--- config.mk ---
export PLATFORM = sky130hd
export DESIGN_NAME = spn_invol_box
export DESIGN_NICKNAME = d
export VERILOG_FILES = /design/src/rtl/spn_invol_pkg.sv /design/src/rtl/spn_sbox_layer.sv /design/src/rtl/spn_bit_perm.sv /design/src/rtl/spn_core.sv /design/src/rtl/spn_invol_box.sv
export SDC_FILE = /design/constraint.sdc
export NUM_CORES = 1
export LEC_CHECK = 0
export BUFFER_PORTS_ARGS = -buffer_cell sky130_fd_sc_hd__buf_2
export CAP_MARGIN = 20
export CORE_UTILIZATION = 35
export CTS_CLUSTER_SIZE = 28
export DETAILED_ROUTE_END_ITERATION = 8
export PLACE_DENSITY = 0.54
export SYNTH_ARGS = -nofsm -noshare
export SYNTH_HDL_FRONTEND = slang
export SYNTH_SLANG_ARGS = --single-unit
--- constraint.sdc ---
create_clock -name clk -period 2.9 [get_ports clk]
set_clock_uncertainty 0.05 [all_clocks]
set_input_delay 0.435 -clock clk [delete_from_list [all_inputs] [get_ports clk]]
set_output_delay 0.435 -clock clk [all_outputs]
set_load 0.005 [all_outputs]
--- src/rtl/spn_invol_pkg.sv ---
// Shared constants and constant functions for the involutive SPN.
// Assumes a 32-bit word of eight 4-bit nibbles; positions 1..32 count from the MSB.
package spn_invol_pkg;

    localparam int BITS  = 32;
    localparam int NIB   = 4;
    localparam int NBOX  = BITS / NIB;
    localparam int NCYC  = 8;
    localparam int CLEN  = 4;
    localparam int NSWP  = 12;

    typedef enum logic [1:0] {
        PERM_CYC  = 2'd0,
        PERM_SWPA = 2'd1,
        PERM_SWPB = 2'd2
    } perm_sel_e;

    localparam int CYC_TAB [NCYC][CLEN] = '{
        '{1, 3, 19, 17}, '{2, 7, 20, 21}, '{4, 23, 18, 5}, '{6, 8, 24, 22},
        '{11, 27, 25, 9}, '{10, 15, 28, 29}, '{12, 31, 26, 13}, '{14, 16, 32, 30}
    };

    localparam int SWPA_TAB [NSWP][2] = '{
        '{2, 5}, '{3, 9}, '{4, 13}, '{7, 10}, '{8, 14}, '{12, 15},
        '{18, 21}, '{19, 25}, '{20, 29}, '{23, 26}, '{24, 30}, '{28, 31}
    };

    localparam int SWPB_TAB [NSWP][2] = '{
        '{2, 5}, '{3, 17}, '{4, 21}, '{7, 18}, '{8, 22}, '{10, 13},
        '{11, 25}, '{12, 29}, '{15, 26}, '{16, 30}, '{20, 23}, '{28, 31}
    };

    // Forward table: nibble-packed, entry for input v sits at bits [63-4v -: 4].
    function automatic logic [NIB-1:0] sbox_fwd(input int box, input logic [NIB-1:0] x);
        logic [63:0] t;
        case (box)
            0:       t = 64'hE4D12FB83A6C5907;
            1:       t = 64'hF18E6B34972DC05A;
            2:       t = 64'hA09E63F51DC7B428;
            3:       t = 64'h7DE3069A1285BC4F;
            4:       t = 64'h2C417AB6853FD0E9;
            5:       t = 64'hC1AF92680D34E75B;
            6:       t = 64'h4B2EF08D3C975A61;
            default: t = 64'hD2846FB1A93E50C7;
        endcase
        return t[63 - NIB*int'(x) -: NIB];
    endfunction

    // Inverse table derived by search over the forward table.
    function automatic logic [NIB-1:0] sbox_inv(input int box, input logic [NIB-1:0] y);
        logic [NIB-1:0] r;
        r = '0;
        for (int v = 0; v < (1 << NIB); v++) begin
            if (sbox_fwd(box, NIB'(v)) == y) r = NIB'(v);
        end
        return r;
    endfunction

    // Position (1-based) whose bit lands on position pos for the chosen stage.
    function automatic int perm_src(input perm_sel_e sel, input bit inv, input int pos);
        int r;
        r = pos;
        if (sel == PERM_CYC) begin
            for (int j = 0; j < NCYC; j++)
                for (int k = 0; k < CLEN; k++)
                    if (CYC_TAB[j][k] == pos)
                        r = inv ? CYC_TAB[j][(k + 1) % CLEN] : CYC_TAB[j][(k + CLEN - 1) % CLEN];
        end else begin
            for (int j = 0; j < NSWP; j++) begin
                if (sel == PERM_SWPA) begin
                    if (SWPA_TAB[j][0] == pos) r = SWPA_TAB[j][1];
                    if (SWPA_TAB[j][1] == pos) r = SWPA_TAB[j][0];
                end else begin
                    if (SWPB_TAB[j][0] == pos) r = SWPB_TAB[j][1];
                    if (SWPB_TAB[j][1] == pos) r = SWPB_TAB[j][0];
                end
            end
        end
        return r;
    endfunction

endpackage

--- src/rtl/spn_sbox_layer.sv ---
// Eight parallel 4-bit substitutions, forward or inverse per INV.
// Assumes nibble 0 is the most significant nibble and uses table 0.
module spn_sbox_layer
    import spn_invol_pkg::*;
#(
    parameter bit INV = 1'b0
) (
    input  logic [BITS-1:0] din,
    output logic [BITS-1:0] dout
);

    for (genvar b = 0; b < NBOX; b++) begin : g_box
        localparam int HI = BITS - 1 - NIB*b;
        logic [NIB-1:0] nib_in;
        assign nib_in = din[HI -: NIB];

        if (INV) begin : g_inv
            assign dout[HI -: NIB] = sbox_inv(b, nib_in);
        end else begin : g_fwd
            assign dout[HI -: NIB] = sbox_fwd(b, nib_in);
        end

        // Guard: the inverse table undoes the forward table on live data.
        always_comb begin
            AST_SBOX_ROUNDTRIP: assert (sbox_inv(b, sbox_fwd(b, nib_in)) == nib_in);
        end
    end

endmodule

--- src/rtl/spn_bit_perm.sv ---
// Fixed wire permutation of a 32-bit word, stage chosen by SEL, reversed by INV.
// Assumes positions 1..32 from the MSB; pure wiring, no logic.
module spn_bit_perm
    import spn_invol_pkg::*;
#(
    parameter perm_sel_e SEL = PERM_CYC,
    parameter bit        INV = 1'b0
) (
    input  logic [BITS-1:0] din,
    output logic [BITS-1:0] dout
);

    for (genvar p = 1; p <= BITS; p++) begin : g_pos
        localparam int SRC = perm_src(SEL, INV, p);
        assign dout[BITS-p] = din[BITS-SRC];
    end

    // Guard: a permutation keeps the number of set bits.
    always_comb begin
        AST_PERM_WEIGHT: assert ($countones(dout) == $countones(din));
    end

endmodule

--- src/rtl/spn_core.sv ---
// Combinational seven-stage network: S, cycle, swapA, swapB, swapA, cycle^-1, S^-1.
// Assumes the stage order above; that symmetry makes the mapping self-inverse.
module spn_core
    import spn_invol_pkg::*;
(
    input  logic [BITS-1:0] din,
    output logic [BITS-1:0] dout
);

    logic [BITS-1:0] st_sub, st_cyc, st_sa, st_sb, st_sa2, st_cyci;

    spn_sbox_layer #(.INV(1'b0)) u_sub_f (.din(din), .dout(st_sub));
    spn_bit_perm #(.SEL(PERM_CYC), .INV(1'b0)) u_cyc_f (.din(st_sub), .dout(st_cyc));
    spn_bit_perm #(.SEL(PERM_SWPA), .INV(1'b0)) u_swa_0 (.din(st_cyc), .dout(st_sa));
    spn_bit_perm #(.SEL(PERM_SWPB), .INV(1'b0)) u_swb (.din(st_sa), .dout(st_sb));
    spn_bit_perm #(.SEL(PERM_SWPA), .INV(1'b0)) u_swa_1 (.din(st_sb), .dout(st_sa2));
    spn_bit_perm #(.SEL(PERM_CYC), .INV(1'b1)) u_cyc_i (.din(st_sa2), .dout(st_cyci));
    spn_sbox_layer #(.INV(1'b1)) u_sub_i (.din(st_cyci), .dout(dout));

endmodule

--- src/rtl/spn_invol_box.sv ---
// Top: involutive SPN with optional output register (OUT_REG).
// Assumes synchronous active-low reset; register clears to zero.
module spn_invol_box
    import spn_invol_pkg::*;
#(
    parameter bit OUT_REG = 1'b1
) (
    input  logic            clk,
    input  logic            rst_n,
    input  logic [BITS-1:0] din,
    output logic [BITS-1:0] dout
);

    logic [BITS-1:0] core_y;
    logic [BITS-1:0] chk_y;

    spn_core u_core (.din(din), .dout(core_y));

    // Second pass used only to watch the self-inverse property.
    spn_core u_chk (.din(core_y), .dout(chk_y));

    AST_INVOLUTION: assert property (@(posedge clk) disable iff (!rst_n)
        chk_y == din);

    if (OUT_REG) begin : g_reg
        // Capture the network result each cycle; clear on reset.
        always_ff @(posedge clk) begin
            if (!rst_n) dout <= '0;
            else        dout <= core_y;
        end

        AST_HOLD_STABLE: assert property (@(posedge clk) disable iff (!rst_n)
            ($past(rst_n) && $stable(din)) |=> $stable(dout));
    end else begin : g_comb
        assign dout = core_y;
    end

endmodule

==> results of run 1 <==
==> stage by stage <==
step | instances | utilization
finish | 619 | 0.416
global route | 619 | 0.416
CTS | 619 | 0.416
detailed placement | 611 | 0.407
global placement | 611 | 0.407
floorplan | 428 | -
==> cells in the mapped netlist, drive strengths merged (4+ instances only) <==
cell	n	area, µm²
ha	48	601
nor2b	9	56.3
o31a	6	52.6
inv	35	131
nor2	37	139
o21a	4	30.0
nor3	18	100
or2	5	31.3
o21ai	18	97.6
a31oi	4	46.3
mux2	8	90.1
mux4	10	229
and2	9	56.3
o211ai	7	52.6
nand2	24	90.1
clkbuf	5	18.8
nand2b	10	62.6
xor2	6	52.6
xnor2	16	140
o221ai	4	35.0
a211oi	12	95.1
or3	5	31.3
o31ai	6	50.1
mux2i	14	153
buf	14	93.8
dfxtp	32	641
a21oi	31	159
==> where the power goes <==
part	leakage, µW	internal, µW	switching, µW
registers	0.000266	507	18.7
clock network	0.0000479	167	181
logic	0.00155	321	401
==> cell families (layout without fill, tap and decap cells) <==
logic type               count (synthesis)  count (layout)  synth area share
flip-flops                              32              32             0.178
AO/OA/AOI/OAI                          107             107             0.213
buffers and inverters                   54             112            0.0677
multiplexers                            32              32             0.131
XOR/XNOR                                22              22            0.0535
AND/OR/NAND/NOR                        130             130             0.182
adder cells (fa/ha/maj)                 51              51             0.175
==> placed cells by master, fill, tap and decap left out, types with 3 or more instances in the layout <==
master	n
nand2_1	24
o31ai_1	5
buf_4	4
or2_2	4
o21ai_1	3
nor2b_1	9
a21oi_1	30
nand2b_1	10
maj3_1	3
o211a_1	3
mux4_2	9
o221ai_1	4
o31a_1	6
dfxtp_1	32
o211ai_1	7
buf_2	65
inv_1	35
clkbuf_8	5
o21ai_0	13
ha_1	48
nand3_1	3
mux2i_1	13
o21a_1	4
mux2_2	8
and2_1	9
nor2_1	37
nor3_1	16
xor2_1	6
a211oi_1	11
xnor2_1	16
or3_1	5
==> worst paths after layout <==
| kind | startpoint | endpoint | slack [ps] | cells past startpoint |
|---|---|---|---|---|
| hold / removal | rst_n | dout[22] | 510 | 2 |
| setup / recovery | din[16] | dout[21] | 600 | 8 |
==> layer usage <==
layer  track usage  routed length, µm
met4        0.0347                 55
met3        0.0188                322
met5             0                  0
met2         0.246               3630
met1         0.208               4060
==> final cells by class <==
cell class | instances | area, µm² | share of cell area
well taps | 133 | 166 | 0.0406
multi-input cells | 342 | 2720 | 0.663
clock buffers | 5 | 68.8 | 0.0168
flip-flops and latches | 32 | 641 | 0.156
repair buffers | 69 | 355 | 0.0867
inverters | 35 | 131 | 0.0321
clock inverters | 3 | 18.8 | 0.00458
==> flow_summary_export.csv, run 1 <==
group,metric,value,unit
critical_path,crit_chain,"buf_2 > inv_1 > ha_1 > inv_1 > mux4_2 > nor3_1 > a211oi_1 > a311oi_1",
sta,timing.hold.ws,507,ps
floorplan,start_util,0.365,
clock_tree,postCtsSetupRepairBufs,0,
route,firstDrtPassIters,4,
route,viasPerCell,5.13,
pwr,leakage,0.00187,µW
critical_path,worstSetupPathType,"in -> reg",
route,num_vias,3174,
sta,worst_slack,601,ps
synth,avgSynthCellArea,8.42,µm²
placed_design,io_buffer_count,65,
critical_path,cp_max_fo,6,
clock_tree,htree_levels,2,
clock_tree,numCtsBuffers,5,
sta,slew_viol_final,0,
finish,fin_nets,567,
grt,grt_pass1_vias,2707,
grt,gr-usage-all-layers,0.150,
sta,period_share,0.793,
sta,fin_tns_setup,0,ps
synth,synth-edff-count,0,
clock_tree,clk_pin_slew_worst_paths,80,ps
critical_path,slowest_delay,550,ps
critical_path,cpMostUsedCell,"inv_1",
finish,fill_cells,993,
synth,async_reset_ff_frac,0,
synth,synthDistinctLibCells,62,
sta,finalSetupViolations,0,
min_path,hold_class,"in -> reg",
finish,top_regs,"dout (32)",
synth,syn_nets,510,
placed_design,gp_congestion,0.787,
grt,antenna_found_initial,0,
synth,synth-seq-area-share,0.178,
route,avgRoutedWirePerCell,13.0,µm
sta,rsz0062_at_grt,"false",
synth,synth-main-ff-cell,"dfxtp_1",
pwr,pwr_density_cell,390,nW/µm²
finish,largest_register,"dout",
critical_path,critPathSlowestCell,"mux4_2",
finish,drive_above_1_share,0.230,
clock_tree,clock-root-buffer,"clkbuf_8",
status,status,"finished, final reports clean",
finish,design_area,4100,µm²
route,drcViolationCount,0,
sta,relSlewSlack,0.389,
grt,grt_overflow_total,0,
finish,area_growth,13.8,%
floorplan,io_pins,66,
critical_path,cp_num_buf_inv,3,
sta,fmax,435,MHz
route,ant_nets,0,
critical_path,required,3050,ps
placed_design,place_hpwl,6420,µm
clock_tree,tritoncts,"built",
synth,synthCells,428,
sta,worst_pin_slew,910,ps
floorplan,design.core.area,9860,µm²
critical_path,arrival,2450,ps
clock_tree,cts.path.max_buffers,2,
sta,hold_violations,0,
critical_path,endpoint_kind,"flip-flop",
critical_path,cp-start-kind,"input port",
clock_tree,cts.hold.buffers_added,0,
synth,syn-cell-area,3600,µm²
placed_design,dpl-instance-area,4010,µm²
critical_path,worst_path_dominant_cell_family,"multiplexers",
floorplan,num_rows,36,
grt,grt_pass1_wl,12600,µm
finish,diodes,0,
floorplan,die_h,103,µm
route,routed_wl,8070,µm
synth,yosysWarningCount,0,
synth,synth-seq-cells,32,
pwr,p_total,1600,µW
pwr,ir_worst_vdd,0.170,mV
clock_tree,ctsResizeCount,0,
grt,grt_max_degree,22,
floorplan,dieArea,10700,µm²
finish,largest_register_ffs,32,
placed_design,dp_slack,322,ps
clock_tree,clock-sinks,32,
job,max_cap_viol_count,0,
route,initialDrtViolationCount,112,
floorplan,chipWidth,103,µm
sta,period_needed,2300,ps
(Power assumes the default switching activity.)
==> inputs of run 2 (changes only) <==
Settings changed: ABC_AREA from default to 1, PLACE_DENSITY 0.54 to 0.55.
Clock period 2.9 ns to 2.35 ns, I/O delays scaled along.
==> flow_summary_export.csv, run 2 <==
group,metric,value,unit
critical_path,arrival,2070,ps
sta,worst_pin_slew,694,ps
sta,rsz0062_at_grt,"false",
synth,syn-cell-area,3550,µm²
critical_path,cp-start-kind,"input port",
finish,drive_above_1_share,0.142,
clock_tree,cts.hold.buffers_added,0,
pwr,pwr_density_cell,460,nW/µm²
placed_design,dp_slack,172,ps
route,num_vias,3760,
synth,ys_top_cells_by_count,"nand2_1, inv_1, nor2_1",
sta,fin_tns_setup,0,ps
route,routed_wl,8400,µm
synth,yosysWarningCount,0,
grt,grt_max_degree,22,
clock_tree,htree_levels,2,
synth,synth.top_cell.area_share,0.204,
clock_tree,ctsResizeCount,0,
route,initialDrtViolationCount,93,
synth,syn_nets,680,
critical_path,required,2490,ps
sta,period_share,0.821,
sta,relSlewSlack,0.537,
clock_tree,tritoncts,"built",
clock_tree,clk_pin_slew_worst_paths,70,ps
critical_path,endpoint_kind,"flip-flop",
sta,fmax,519,MHz
finish,diodes,0,
synth,synth-seq-area-share,0.181,
synth,synth_most_common_cell,"nand2_1",
grt,gr-usage-all-layers,0.164,
floorplan,chipWidth,103,µm
synth,synthTopCellsByArea,"nand2_1, dfxtp_1, ha_1",
synth,synthDistinctLibCells,36,
clock_tree,cts.path.max_buffers,2,
floorplan,io_pins,66,
critical_path,worstSetupPathType,"in -> reg",
clock_tree,postCtsSetupRepairBufs,0,
min_path,hold_class,"in -> reg",
floorplan,dieArea,10500,µm²
synth,async_reset_ff_frac,0,
synth,avgSynthCellArea,5.93,µm²
finish,area_growth,16.2,%
route,avgRoutedWirePerCell,10.5,µm
finish,layout_commonest_cell,"nand2_1",
job,max_cap_viol_count,0,
synth,synth-main-ff-cell,"dfxtp_1",
grt,grt_pass1_wl,14100,µm
synth,yosys.area.top_type,"nand2_1",
synth,synthCells,598,
route,drcViolationCount,0,
finish,fin_util,0.421,
grt,antenna_found_initial,0,
floorplan,design.core.area,9770,µm²
route,firstDrtPassIters,4,
synth,synth-seq-cells,32,
finish,top_regs,"dout (32)",
grt,grt_overflow_total,0,
route,viasPerCell,4.69,
grt,grt_pass1_vias,3301,
route,ant_nets,0,
critical_path,cp_max_fo,4,
synth,synth-edff-count,0,
clock_tree,clock-root-buffer,"clkbuf_8",
placed_design,place_hpwl,6910,µm
placed_design,gp_congestion,0.870,
pwr,ir_worst_vdd,0.172,mV
floorplan,die_h,103,µm
clock_tree,numCtsBuffers,5,
status,status,"finished, final reports clean",
finish,layout_common_cells,"nand2_1, inv_1, buf_2",
finish,fin_nets,750,
sta,hold_violations,0,
finish,largest_register_ffs,32,
floorplan,start_util,0.363,
sta,worst_slack,422,ps
sta,period_needed,1930,ps
sta,slew_viol_final,0,
floorplan,num_rows,36,
clock_tree,clock-sinks,32,
finish,largest_register,"dout",
pwr,p_total,1900,µW
pwr,leakage,0.00232,µW
sta,finalSetupViolations,0,
placed_design,io_buffer_count,65,
[run 2: changes by cell type in the layout (fill, tap and decap cells not counted), sizes merged, moves of 10 or more]
cell    change
nor2       +20
mux2i      -14
o21ai      +32
mux4       -10
inv        +58
nand2b     -10
nand3      +32
nor3       -11
xnor2      -16
nand2     +169
[run 2: critical path: stages]
cell and delay, ps:
buf_2 120, inv_1 90, ha_1 300, nand2_1 80
nand2_1 70, inv_1 50, nand2_1 50, nand2_1 90
nor2_2 200, inv_1 90, nor2_1 130, inv_1 70
nand2_1 50, inv_1 40, nand3_1 60, inv_1 50
a41oi_1 160
[run 2: metrics by stage]
| step | std cells | hold WS, ps | area (µm²) |
|---|---|---|---|
| after floorplan | 598 | 441 | 3550 |
| after global placement | 794 | 661 | 4030 |
| after detailed placement | 794 | 663 | 4030 |
| after CTS | 802 | 361 | 4120 |
| after global routing | 802 | 398 | 4120 |
| final | 802 | 375 | 4120 |
[run 2: cells by family after synthesis]
kind of cell | share of synthesized area
XOR/XNOR | 0.00494
adder cells (fa/ha/maj) | 0.169
buffers and inverters | 0.110
AND/OR/NAND/NOR | 0.347
AO/OA/AOI/OAI | 0.188
flip-flops | 0.181
[run 2: area by class of cell]
| type | instances | area, µm² |
|---|---|---|
| fill | 1057 | 5660 |
| inverter | 93 | 352 |
| clock buffer | 8 | 90.1 |
| sequential | 32 | 641 |
| tap | 133 | 166 |
| multi-input combinational | 467 | 2510 |
| timing repair buffer | 69 | 355 |
[run 2: path summary, 6_finish.rpt]
kind | start | to | slack [ps] | cells past startpoint
setup / recovery | din[12] | dout[15] | 420 | 17
hold / removal | rst_n | dout[21] | 370 | 3
[run 2: metal layers]
layer | share of wire | vias to the layer above | GRT usage
met5 | 0 | - | 0
met4 | 0.0062 | 0 | 0.0341
met3 | 0.031 | 4 | 0.0169
met2 | 0.48 | 68 | 0.306
met1 | 0.48 | 1629 | 0.203
li1 | - | 2059 | -
[run 2: power by group]
group	internal, µW	total, µW	switching, µW
registers	624	645	21.4
clock network	239	436	197
logic	299	815	516
==> inputs of run 3 (changes only) <==
Settings changed: PLACE_DENSITY 0.55 to 0.57.
Clock period 2.35 ns to 1.59 ns, I/O delays scaled along.
==> flow_summary_export.csv, run 3 (same netlist as run 2, synthesis figures left out) <==
group,metric,value,unit
status,status,"complete, but fails checks",
status,violations,"negative setup slack",
placed_design,dpl-instance-area,4880,µm²
critical_path,required,1760,ps
route,route.met2.wl,5530,µm
critical_path,cp-start-kind,"input port",
floorplan,io_pins,66,
floorplan,dieArea,10500,µm²
critical_path,cp_max_fo,4,
grt,grt_pass1_vias,3990,
finish,drive_above_1_share,0.464,
floorplan,design.core.area,9770,µm²
placed_design,placed_cells,895,
sta,period_needed,1690,ps
finish,largest_register_ffs,32,
placed_design,gp_congestion,0.871,
finish,diodes,0,
route,highest_layer,"met4",
clock_tree,numCtsBuffers,5,
route,ant_nets,0,
clock_tree,cts.path.max_buffers,2,
sta,timing.hold.ws,315,ps
pwr,pwr_density_cell,613,nW/µm²
clock_tree,clock-sinks,32,
sta,worst_pin_slew,308,ps
route,avgRoutedWirePerCell,11.3,µm
finish,fin_nets,866,
sta,rsz0062_at_grt,"true",
route,drcViolationCount,0,
route,num_vias,4396,
clock_tree,clk_pin_slew_worst_paths,60,ps
min_path,hold_class,"in -> reg",
clock_tree,htree_levels,2,
critical_path,worstSetupPathType,"in -> reg",
finish,fill_cells,940,
placed_design,dp_slack,-382,ps
route,wl_met1,4270,µm
floorplan,start_util,0.363,
job,max_cap_viol_count,0,
placed_design,place_hpwl,7900,µm
pwr,leakage,0.00295,µW
floorplan,die_h,103,µm
pwr,ir_worst_vdd,0.272,mV
floorplan,num_rows,36,
grt,antenna_found_initial,0,
grt,grt_max_degree,13,
route,routed-wl-met3,359,µm
route,viasPerCell,4.79,
route,routed_wl,10400,µm
sta,finalSetupViolations,7,
placed_design,io_buffer_count,65,
grt,gr-usage-all-layers,0.188,
finish,layout_commonest_cell,"nand2_1",
sta,fmax,590,MHz
sta,hold_violations,0,
sta,period_share,1.07,
critical_path,arrival,1860,ps
finish,design_area,5740,µm²
clock_tree,tritoncts,"built",
grt,grt_overflow_total,0,
route,firstDrtPassIters,4,
sta,slew_viol_final,0,
route,initialDrtViolationCount,83,
finish,top_regs,"dout (32)",
finish,layout_common_cells,"nand2_1, buf_4, buf_2",
finish,instances_no_fill,918,
finish,area_growth,61.8,%
critical_path,endpoint_kind,"flip-flop",
sta,worst_slack,-104,ps
grt,grt_pass1_wl,16200,µm
clock_tree,clock-root-buffer,"clkbuf_8",
floorplan,chipWidth,103,µm
sta,relSlewSlack,0.794,
finish,largest_register,"dout",
[run 3: cell count changes in the layout (fill, tap and decap cells not counted), moves of 18 or more]
cell	previous run	this run
nor2_1	53	22
o21ai_0	41	19
nand2_1	193	147
nor2_4	0	18
nand2_2	0	40
buf_4	4	115
inv_2	4	27
inv_1	88	59
[run 3: area by class of cell]
type | instances | area, µm² | area share
Clock buffer | 7 | 86.3 | 0.0150
Clock inverter | 1 | 7.51 | 0.00131
Inverter | 93 | 370 | 0.0645
Multi-Input combinational cell | 467 | 3190 | 0.555
Sequential cell | 32 | 641 | 0.112
Tap cell | 133 | 166 | 0.0290
Timing Repair Buffer | 185 | 1280 | 0.223
[run 3: per-layer routing]
layer | vias to the layer above | global-route usage
li1 | 2297 | -
met2 | 103 | 0.359
met3 | 19 | 0.0190
met4 | 0 | 0.0758
met1 | 1977 | 0.210
met5 | - | 0
[run 3: final timing paths]
check,slack (ps),from,cells past startpoint,end
hold / removal,310,rst_n,4,dout[21]
setup / recovery,-100,din[16],15,dout[28]
[run 3: critical path: stages]
cell and delay [ps]:
buf_8 80, clkinvlp_4 170, ha_4 340, inv_4 30, nand2_2 60, nand3_2 70
o21ai_4 110, inv_2 90, nor2_4 160, nand2_2 80, nand3_2 80, nor2_2 30
nand4_1 100, nand2_1 80, a21oi_2 130
[run 3: through the flow]
step / power (µW) / TNS [ps] / util
after floorplan: 1820 / -252 / -
after global placement: 2460 / -7380 / 0.499
after detailed placement: 2490 / -8680 / 0.499
after CTS: 3210 / -10.7 / 0.518
after global routing: 3800 / -1360 / 0.587
final: 3520 / -353 / 0.587
[run 3: timing repair]
item                                    CTS  global route
gates resized for setup                  28           170
hold buffers                              0             0
endpoints found under the setup margin   14            30
hold endpoints to repair                  0             0
setup buffers                             1            14
pin swaps                                 7            64
[run 3: where the power goes]
| part | switching [µW] | internal (µW) |
|---|---|---|
| clock network | 312 | 352 |
| logic | 1040 | 853 |
| registers | 36.7 | 922 |
